### src/rtl/vbl_pkg.sv
package vbl_pkg;

    // Reads this many cycles ahead of the set point block the flag.
    localparam int unsigned BLOCK_LEAD = 1;

    typedef struct packed {
        logic start;
        logic stop;
        logic rd;
    } vbl_evt_t;

    // Value a read returns: held flag, or the flag arriving in this cycle.
    function automatic logic read_view(input logic held, input logic arriving);
        return held | arriving;
    endfunction

endpackage

### src/rtl/vbl_flag_core.sv
module vbl_flag_core
    import vbl_pkg::*;
#(
    parameter int unsigned LEAD = BLOCK_LEAD
) (
    input  logic     clk,
    input  logic     rst,
    input  vbl_evt_t evt,
    output logic     flag_q,
    output logic     rd_val
);
    localparam int unsigned HW = (LEAD < 1) ? 1 : LEAD;

    logic [HW-1:0] rd_hist;
    logic          blocked;
    logic          set_now;
    logic          flag_d;

    always_ff @(posedge clk) begin
        if (rst) begin
            rd_hist <= '0;
        end else begin
            rd_hist[0] <= evt.rd;
            for (int i = 1; i < int'(HW); i++) begin
                rd_hist[i] <= rd_hist[i-1];
            end
        end
    end

    assign blocked = rd_hist[HW-1];
    assign set_now = evt.start & ~blocked;

    always_comb begin
        flag_d = flag_q;
        if (evt.rd || evt.stop) begin
            flag_d = 1'b0;
        end else if (set_now) begin
            flag_d = 1'b1;
        end
    end

    always_ff @(posedge clk) begin
        if (rst) begin
            flag_q <= 1'b0;
        end else begin
            flag_q <= flag_d;
        end
    end

    assign rd_val = read_view(flag_q, set_now);


    rd_clears_chk: assert property (@(posedge clk) disable iff (rst)
        evt.rd |=> !flag_q);


    end_clears_chk: assert property (@(posedge clk) disable iff (rst)
        evt.stop |=> !flag_q);


    set_source_chk: assert property (@(posedge clk) disable iff (rst)
        $rose(flag_q) |-> $past(evt.start));


    early_block_chk: assert property (@(posedge clk) disable iff (rst)
        (blocked && evt.start) |=> !flag_q);

endmodule

### src/rtl/vbl_irq_gen.sv
module vbl_irq_gen (
    input  logic clk,
    input  logic rst,
    input  logic flag_q,
    input  logic rd,
    input  logic stop,
    input  logic enable,
    output logic nmi_n
);
    logic req_q;

    // The request trails the flag by one cycle so a read or an enable drop
    // in the first flagged cycle still cancels it.
    always_ff @(posedge clk) begin
        if (rst) begin
            req_q <= 1'b0;
        end else begin
            req_q <= flag_q & enable & ~rd & ~stop;
        end
    end

    assign nmi_n = ~req_q;


    fall_cause_chk: assert property (@(posedge clk) disable iff (rst)
        $fell(nmi_n) |-> $past(flag_q && enable));


    disable_release_chk: assert property (@(posedge clk) disable iff (rst)
        !enable |=> nmi_n);


    read_release_chk: assert property (@(posedge clk) disable iff (rst)
        rd |=> nmi_n);


    end_release_chk: assert property (@(posedge clk) disable iff (rst)
        stop |=> nmi_n);

endmodule

### src/rtl/vbl_nmi_unit.sv
module vbl_nmi_unit
    import vbl_pkg::*;
#(
    parameter int unsigned LEAD = BLOCK_LEAD
) (
    input  logic clk,
    input  logic rst,
    input  logic vbl_start_i,
    input  logic vbl_end_i,
    input  logic stat_rd_i,
    input  logic nmi_en_i,
    output logic rd_flag_o,
    output logic nmi_n_o
);
    vbl_evt_t evt;
    logic     flag_q;

    assign evt = '{start: vbl_start_i, stop: vbl_end_i, rd: stat_rd_i};

    vbl_flag_core #(.LEAD(LEAD)) u_flag (
        .clk    (clk),
        .rst    (rst),
        .evt    (evt),
        .flag_q (flag_q),
        .rd_val (rd_flag_o)
    );

    vbl_irq_gen u_irq (
        .clk    (clk),
        .rst    (rst),
        .flag_q (flag_q),
        .rd     (evt.rd),
        .stop   (evt.stop),
        .enable (nmi_en_i),
        .nmi_n  (nmi_n_o)
    );


    reset_idle_chk: assert property (@(posedge clk)
        rst |=> (nmi_n_o && !rd_flag_o) || rst);

endmodule

### config.mk
export PLATFORM = sky130hd
export DESIGN_NAME = vbl_nmi_unit
export DESIGN_NICKNAME = d
export VERILOG_FILES = /design/src/rtl/vbl_pkg.sv /design/src/rtl/vbl_flag_core.sv /design/src/rtl/vbl_irq_gen.sv /design/src/rtl/vbl_nmi_unit.sv
export SDC_FILE = /design/constraint.sdc
export NUM_CORES = 1
export LEC_CHECK = 0
export ABC_CLOCK_PERIOD_IN_PS = 1150
export CAP_MARGIN = 10
export CORE_AREA = 2 2 39 41
export DETAILED_ROUTE_END_ITERATION = 10
export DIE_AREA = 0 0 41 43
export DONT_BUFFER_PORTS = 1
export GPL_ROUTABILITY_DRIVEN = 0
export SYNTH_ARGS = -nofsm -noshare
export SYNTH_HDL_FRONTEND = slang
export SYNTH_SLANG_ARGS = --single-unit
### constraint.sdc
create_clock -name clk -period 1.15 [get_ports clk]
set_input_delay 0 -clock clk [delete_from_list [all_inputs] [get_ports clk]]
set_output_delay 0 -clock clk [all_outputs]
set_load 0.005 [all_outputs]
==> metrics.txt, run 1 <==
# TYPE chip_impl_metric gauge
chip_impl_metric{name="syn_to_final_growth",unit="%"} 90.6
chip_impl_info{name="synth_top_cells_by_area",value="dfxtp_1 (56%), nor2b_1 (12%), nor3_2 (9.4%)"} 1
chip_impl_metric{name="synth_warnings",unit=""} 0
chip_impl_metric{name="grt_ovf",unit=""} 0
chip_impl_metric{name="boundaryPins",unit=""} 8
chip_impl_info{name="worst_setup_path_start_kind",value="input port"} 1
chip_impl_info{name="whs_endpoint",value="u_flag.flag_q"} 1
chip_impl_metric{name="skew",unit="ns"} 0.000235
chip_impl_metric{name="postCtsResizedCells",unit=""} 0
chip_impl_metric{name="grt_first_pass_wirelength",unit="um"} 324
chip_impl_metric{name="seq_area",unit="sq um"} 60.1
chip_impl_metric{name="detailedRoute.firstPassIterationCount",unit=""} 1
chip_impl_metric{name="vias",unit=""} 101
chip_impl_metric{name="drc",unit=""} 0
chip_impl_info{name="timing.hold.worst.class",value="in2reg"} 1
chip_impl_metric{name="max-slew-margin-rel",unit="%"} 87.9
chip_impl_metric{name="ctsHtreeMaxLevel",unit=""} 1
chip_impl_info{name="result_of_the_run",value="finished clean"} 1
chip_impl_info{name="worst_r2r_endpoint",value="u_flag.flag_q"} 1
chip_impl_metric{name="place.port_buffers",unit=""} 0
chip_impl_info{name="critical_path.endpoint_type",value="flop"} 1
chip_impl_metric{name="timing_hold_violations_final",unit=""} 0
chip_impl_info{name="critPathKind",value="in2reg"} 1
chip_impl_metric{name="avgSynthCellArea",unit="sq um"} 10.6
chip_impl_metric{name="proportion_of_netlist_area_held_by_the_largest_area_contributor",unit="%"} 56.5
chip_impl_metric{name="mappedNetlistNets",unit=""} 16
chip_impl_metric{name="dp_cells",unit=""} 26
chip_impl_metric{name="yosys_register_bits",unit=""} 3
chip_impl_metric{name="yosysSeqAreaShare",unit="%"} 56.5
chip_impl_metric{name="fp-row-count",unit=""} 14
chip_impl_metric{name="finalCritPeriodShare",unit="%"} 91.3
chip_impl_metric{name="drv.max_cap_violation_count",unit=""} 0
chip_impl_metric{name="irDropWorstVdd",unit="V"} 0.000233
chip_impl_metric{name="power-per-cell-area",unit="nW/um^2"} 1540
chip_impl_metric{name="multi_input_area",unit="sq um"} 42.5
chip_impl_metric{name="timing_worst_slew_pin_value",unit="ns"} 0.180
chip_impl_metric{name="layout.nets",unit=""} 26
chip_impl_metric{name="cts_num_sinks",unit=""} 3
chip_impl_metric{name="final_max_slew_viol_count",unit=""} 0
chip_impl_metric{name="drt_first_iter_violations",unit=""} 0
chip_impl_metric{name="layoutNonFillerInstCount",unit=""} 35
chip_impl_metric{name="vias_per_cell",unit=""} 2.89
chip_impl_metric{name="design_power_total",unit="uW"} 312
chip_impl_metric{name="fillCellCount",unit=""} 159
chip_impl_metric{name="setup_viol",unit=""} 0
chip_impl_metric{name="routed_wire_length_per_instance",unit="um"} 6.17
chip_impl_metric{name="core_area",unit="sq um"} 1380
chip_impl_metric{name="cts.reportedPaths.clkPinSlew",unit="ns"} 0.04
chip_impl_metric{name="finalWorstPathRequiredPeriod",unit="ns"} 1.05
chip_impl_metric{name="final.hold.worst_slack",unit="ns"} 0.0493
chip_impl_info{name="worst_hold_start",value="vbl_start_i"} 1
chip_impl_info{name="ctsRootBufferMaster",value="clkbuf_4"} 1
chip_impl_metric{name="postSynthCellCount",unit=""} 10
chip_impl_metric{name="antenna_cells",unit=""} 0
chip_impl_metric{name="timing.fmax",unit="GHz"} 0.953
chip_impl_metric{name="die_area",unit="sq um"} 1760
chip_impl_metric{name="r2r_depth",unit=""} 2
chip_impl_metric{name="clock_insertion_delay_worst_skew",unit="ns"} 0.23
chip_impl_metric{name="reg2reg_setup_slack",unit="ns"} 0.55
chip_impl_metric{name="initial_utilization",unit="%"} 7.69
chip_impl_metric{name="clockBufferDepth",unit=""} 2
chip_impl_metric{name="min_delay_path_depth",unit=""} 2
chip_impl_info{name="cts_tree",value="done"} 1
chip_impl_metric{name="tritoncts.num_buffers",unit=""} 3
chip_impl_metric{name="power_leakage",unit="uW"} 0.0000804
chip_impl_metric{name="antenna_left",unit=""} 0
chip_impl_metric{name="worst_ep_arrival_time",unit="ns"} 1.22
chip_impl_metric{name="post_route_cells_drive_above_1_share",unit="%"} 21.1
chip_impl_metric{name="netlist_area",unit="sq um"} 106
chip_impl_metric{name="die_width",unit="um"} 41
chip_impl_metric{name="cp_max_fo",unit=""} 2
chip_impl_metric{name="die_height",unit="um"} 43
chip_impl_metric{name="routed_wl",unit="um"} 216
chip_impl_metric{name="antenna_found_initial",unit=""} 0
chip_impl_metric{name="first_global_vias",unit=""} 92
chip_impl_metric{name="ys_types",unit=""} 7
chip_impl_info{name="synthDominantAreaCellType",value="dfxtp_1"} 1
chip_impl_info{name="rsz0062_at_grt",value="false"} 1
chip_impl_metric{name="grt_usage",unit="%"} 4.01
chip_impl_metric{name="finalSetupTns",unit="ns"} 0
chip_impl_metric{name="crit_required",unit="ns"} 1.32
chip_impl_metric{name="fin_util",unit="%"} 14.6
chip_impl_info{name="regToRegStartpoint",value="u_flag.blocked"} 1
chip_impl_metric{name="grt_max_degree",unit=""} 4
chip_impl_metric{name="placed_wire_length_estimate_after_detailed_placement",unit="um"} 157
==> flip-flops by register name (all words and copies together) (netlist names) <==
register	cells
u_irq.req_q	1
u_flag.flag_q	1
u_flag.blocked	1
==> power by group <==
part	switching (uW)	internal, uW	total [uW]
Combinational	6.84	15.9	22.7
Clock	50.8	130	181
Sequential	0.872	108	108
Total	58.5	253	312
==> metal layers <==
layer	part of all wire, %	vias up	global-route usage [%]
met5	0	-	0
met4	4.2	0	8.00
met3	20	2	4.71
met2	31	8	3.44
met1	44	41	2.56
li1	-	50	-
==> final cells by class <==
cell class              count  area share [%]
flip-flops and latches      3            29.6
repair buffers              5            24.7
clock buffers               4            13.0
multi-input cells           6            21.0
inverters                   1            1.85
well taps                  16            9.88
==> cells by family after synthesis <==
kind of cell	synth area share, %
compound gates	7.06
flops	56.5
simple gates	32.9
buf+inv	3.53
==> placed cells by master (no fill, tap or decap) <==
cell	instances
nor3_2	1
nor2b_1	2
clkbuf_4	3
clkbuf_1	1
dlygate4sd3_1	5
or2_1	1
o21a_1	1
dfxtp_1	3
inv_1	1
and3_1	1
==> what timing repair did <==
action / 4_1_cts / 5_1_grt
buffers inserted: 0 / 0
endpoints found under the hold margin: 3 / 0
hold buffers: 5 / 0
==> worst max-delay path by stage <==
stage / cells past startpoint / from / to / slack [ns]
global placement: 2 / u_flag.blocked / u_flag.flag_q / 0.55
floorplan: 2 / u_flag.blocked / u_flag.flag_q / 0.56
CTS: 3 / rst / u_flag.blocked / 0.10
global route: 3 / rst / u_flag.blocked / 0.01
detailed placement: 2 / u_flag.blocked / u_flag.flag_q / 0.55
finish: 3 / rst / u_flag.blocked / 0.10
==> through the flow <==
step	cell area, sq um	setup slack [ns]
2_1_floorplan	106	0.563
3_3_place_gp	126	0.555
3_5_place_dp	126	0.551
4_1_cts	203	0.104
5_1_grt	203	0.0146
6_report	203	0.100
==> Yosys cell counts <==
cell / count
o21a_1: 1
nor3_2: 1
inv_1: 1
nor2b_1: 2
or2_1: 1
and3_1: 1
dfxtp_1: 3
==> critical path, stage by stage <==
cell	delay, ns
dlygate4sd3_1	0.56
nor2b_1	0.11
dlygate4sd3_1	0.55
Power figures use the tool's default switching activity.
==> inputs of run 2 (changes only) <==
==> constraint.sdc (replaced) <==
create_clock -name clk -period 1.15 [get_ports clk]
set_input_delay 0.2875 -clock clk [delete_from_list [all_inputs] [get_ports clk]]
set_output_delay 0.2875 -clock clk [all_outputs]
set_load 0.005 [all_outputs]
==> metrics.txt, run 2 (synthesis gave the netlist of run 1 again) <==
# TYPE chip_impl_metric gauge
chip_impl_info{name="result_of_the_run",value="finished clean"} 1
chip_impl_metric{name="max-slew-margin-rel",unit="%"} 86.8
chip_impl_metric{name="timing_worst_slew_pin_value",unit="ns"} 0.197
chip_impl_metric{name="fp-row-count",unit=""} 14
chip_impl_metric{name="drv.max_cap_violation_count",unit=""} 0
chip_impl_metric{name="routed-wl-met3",unit="um"} 51
chip_impl_metric{name="post_route_cells_drive_above_1_share",unit="%"} 28.6
chip_impl_info{name="cts_tree",value="done"} 1
chip_impl_metric{name="core_area",unit="sq um"} 1380
chip_impl_info{name="critical_path.endpoint_type",value="output pin"} 1
chip_impl_metric{name="power_leakage",unit="uW"} 0.0000581
chip_impl_metric{name="crit_required",unit="ns"} 0.86
chip_impl_metric{name="final_max_slew_viol_count",unit=""} 0
chip_impl_metric{name="finalWorstPathRequiredPeriod",unit="ns"} 1.08
chip_impl_metric{name="routed_wl",unit="um"} 195
chip_impl_metric{name="grt_ovf",unit=""} 0
chip_impl_metric{name="met1_length",unit="um"} 102
chip_impl_metric{name="power-per-cell-area",unit="nW/um^2"} 1950
chip_impl_metric{name="cts_hold_buf",unit=""} 0
chip_impl_metric{name="ctsHtreeMaxLevel",unit=""} 1
chip_impl_metric{name="antenna_cells",unit=""} 0
chip_impl_metric{name="layout.nets",unit=""} 21
chip_impl_info{name="critPathKind",value="reg2out"} 1
chip_impl_metric{name="die_width",unit="um"} 41
chip_impl_metric{name="finalSetupTns",unit="ns"} 0
chip_impl_metric{name="boundaryPins",unit=""} 8
chip_impl_metric{name="setup_viol",unit=""} 0
chip_impl_metric{name="grt_usage",unit="%"} 3.31
chip_impl_metric{name="skew",unit="ns"} 0.0000883
chip_impl_metric{name="post_cts_buffers",unit=""} 0
chip_impl_metric{name="fin_util",unit="%"} 11.0
chip_impl_info{name="slowest_stage",value="dfxtp_1"} 1
chip_impl_metric{name="cts.reportedPaths.clkPinSlew",unit="ns"} 0.04
chip_impl_metric{name="place.port_buffers",unit=""} 0
chip_impl_metric{name="final.hold.worst_slack",unit="ns"} 0.133
chip_impl_metric{name="postCtsResizedCells",unit=""} 0
chip_impl_metric{name="die_height",unit="um"} 43
chip_impl_metric{name="power.share.sequential",unit="%"} 36.6
chip_impl_metric{name="wl_met2",unit="um"} 41
chip_impl_info{name="path_cells",value="nor2b_1, or2_1"} 1
chip_impl_metric{name="die_area",unit="sq um"} 1760
chip_impl_metric{name="syn_to_final_growth",unit="%"} 43.5
chip_impl_metric{name="cts_num_sinks",unit=""} 3
chip_impl_metric{name="initial_utilization",unit="%"} 7.69
chip_impl_metric{name="timing.fmax",unit="GHz"} 0.926
chip_impl_metric{name="sw_frac_of_total",unit="%"} 18.5
chip_impl_metric{name="path_buf_inv",unit=""} 0
chip_impl_metric{name="clockBufferDepth",unit=""} 2
chip_impl_metric{name="grt_max_degree",unit=""} 4
chip_impl_metric{name="clock_insertion_delay_worst_skew",unit="ns"} 0.23
chip_impl_metric{name="min_delay_path_depth",unit=""} 1
chip_impl_metric{name="placed_wire_length_estimate_after_detailed_placement",unit="um"} 156
chip_impl_metric{name="tritoncts.num_buffers",unit=""} 3
chip_impl_info{name="layout.cells.most_common_list",value="clkbuf_4 (3), dfxtp_1 (3), nor2b_1 (2)"} 1
chip_impl_metric{name="grt_first_pass_wirelength",unit="um"} 289
chip_impl_metric{name="finalCritPeriodShare",unit="%"} 93.9
chip_impl_metric{name="cp_max_fo",unit=""} 2
chip_impl_metric{name="detailedRoute.firstPassIterationCount",unit=""} 2
chip_impl_metric{name="vias_per_cell",unit=""} 2.63
chip_impl_metric{name="timing_hold_violations_final",unit=""} 0
chip_impl_metric{name="comb_power_share",unit="%"} 2.8
chip_impl_metric{name="irDropWorstVdd",unit="V"} 0.000300
chip_impl_metric{name="first_global_vias",unit=""} 84
chip_impl_metric{name="crit_path_max_incr_delay",unit="ns"} 0.30
chip_impl_info{name="cp_top_family",value="flip-flops"} 1
chip_impl_metric{name="design_power_total",unit="uW"} 297
chip_impl_metric{name="drc",unit=""} 0
chip_impl_metric{name="routed_wire_length_per_instance",unit="um"} 6.50
chip_impl_metric{name="worst_ep_arrival_time",unit="ns"} 0.79
chip_impl_metric{name="power_report.internal_total",unit="uW"} 242
chip_impl_metric{name="r2r_depth",unit=""} 2
chip_impl_info{name="rsz0062_at_grt",value="false"} 1
chip_impl_info{name="top_signal_layer_used",value="met3"} 1
chip_impl_metric{name="net_switching_component_of_the_power",unit="uW"} 55.1
chip_impl_metric{name="antenna_left",unit=""} 0
chip_impl_metric{name="antenna_found_initial",unit=""} 0
chip_impl_metric{name="worst-path-stages",unit=""} 2
chip_impl_metric{name="drt_first_iter_violations",unit=""} 1
chip_impl_info{name="timing.hold.worst.class",value="in2reg"} 1
chip_impl_metric{name="vias",unit=""} 79
chip_impl_metric{name="clock_power_share",unit="%"} 60.6
chip_impl_info{name="ctsRootBufferMaster",value="clkbuf_4"} 1
chip_impl_info{name="worst_setup_path_start_kind",value="flop"} 1
[run 2: cell type report]
| type | instances | area (sq um) |
|---|---|---|
| clock buffer | 4 | 26.3 |
| tap | 16 | 20.0 |
| sequential | 3 | 60.1 |
| fill | 155 | 1230 |
| inverter | 1 | 3.75 |
| multi-input combinational | 6 | 42.5 |
[run 2: power by group through the flow]
stage / Clock, uW / Combinational [uW] / Sequential, uW
after floorplan: 0 / 7.28 / 110
after global placement: 0 / 8.65 / 110
after detailed placement: 0 / 8.74 / 110
after CTS: 189 / 8.74 / 109
after global routing: 205 / 10.5 / 109
final: 180 / 8.45 / 109
[run 2: metal layers]
metal	vias to the layer above	track usage, %
met2	8	2.81
met5	-	0
met1	31	2.88
li1	40	-
met3	0	4.71
met4	0	4.00
[run 2: stage by stage]
step / instances / area [sq um] / worst slack [ns]
global route: 30 / 153 / 0.00540
CTS: 30 / 153 / 0.0626
finish: 30 / 153 / 0.0703
floorplan: 10 / 106 / 0.251
global placement: 26 / 126 / 0.241
detailed placement: 26 / 126 / 0.240
[run 2: worst paths after layout]
check                 startpoint              to  slack (ns)
setup reg to reg  u_flag.blocked   u_flag.flag_q        0.54
hold / removal               rst  u_flag.blocked        0.13
hold reg to reg    u_flag.flag_q   u_flag.flag_q        0.48
setup / recovery  u_flag.blocked       rd_flag_o        0.07
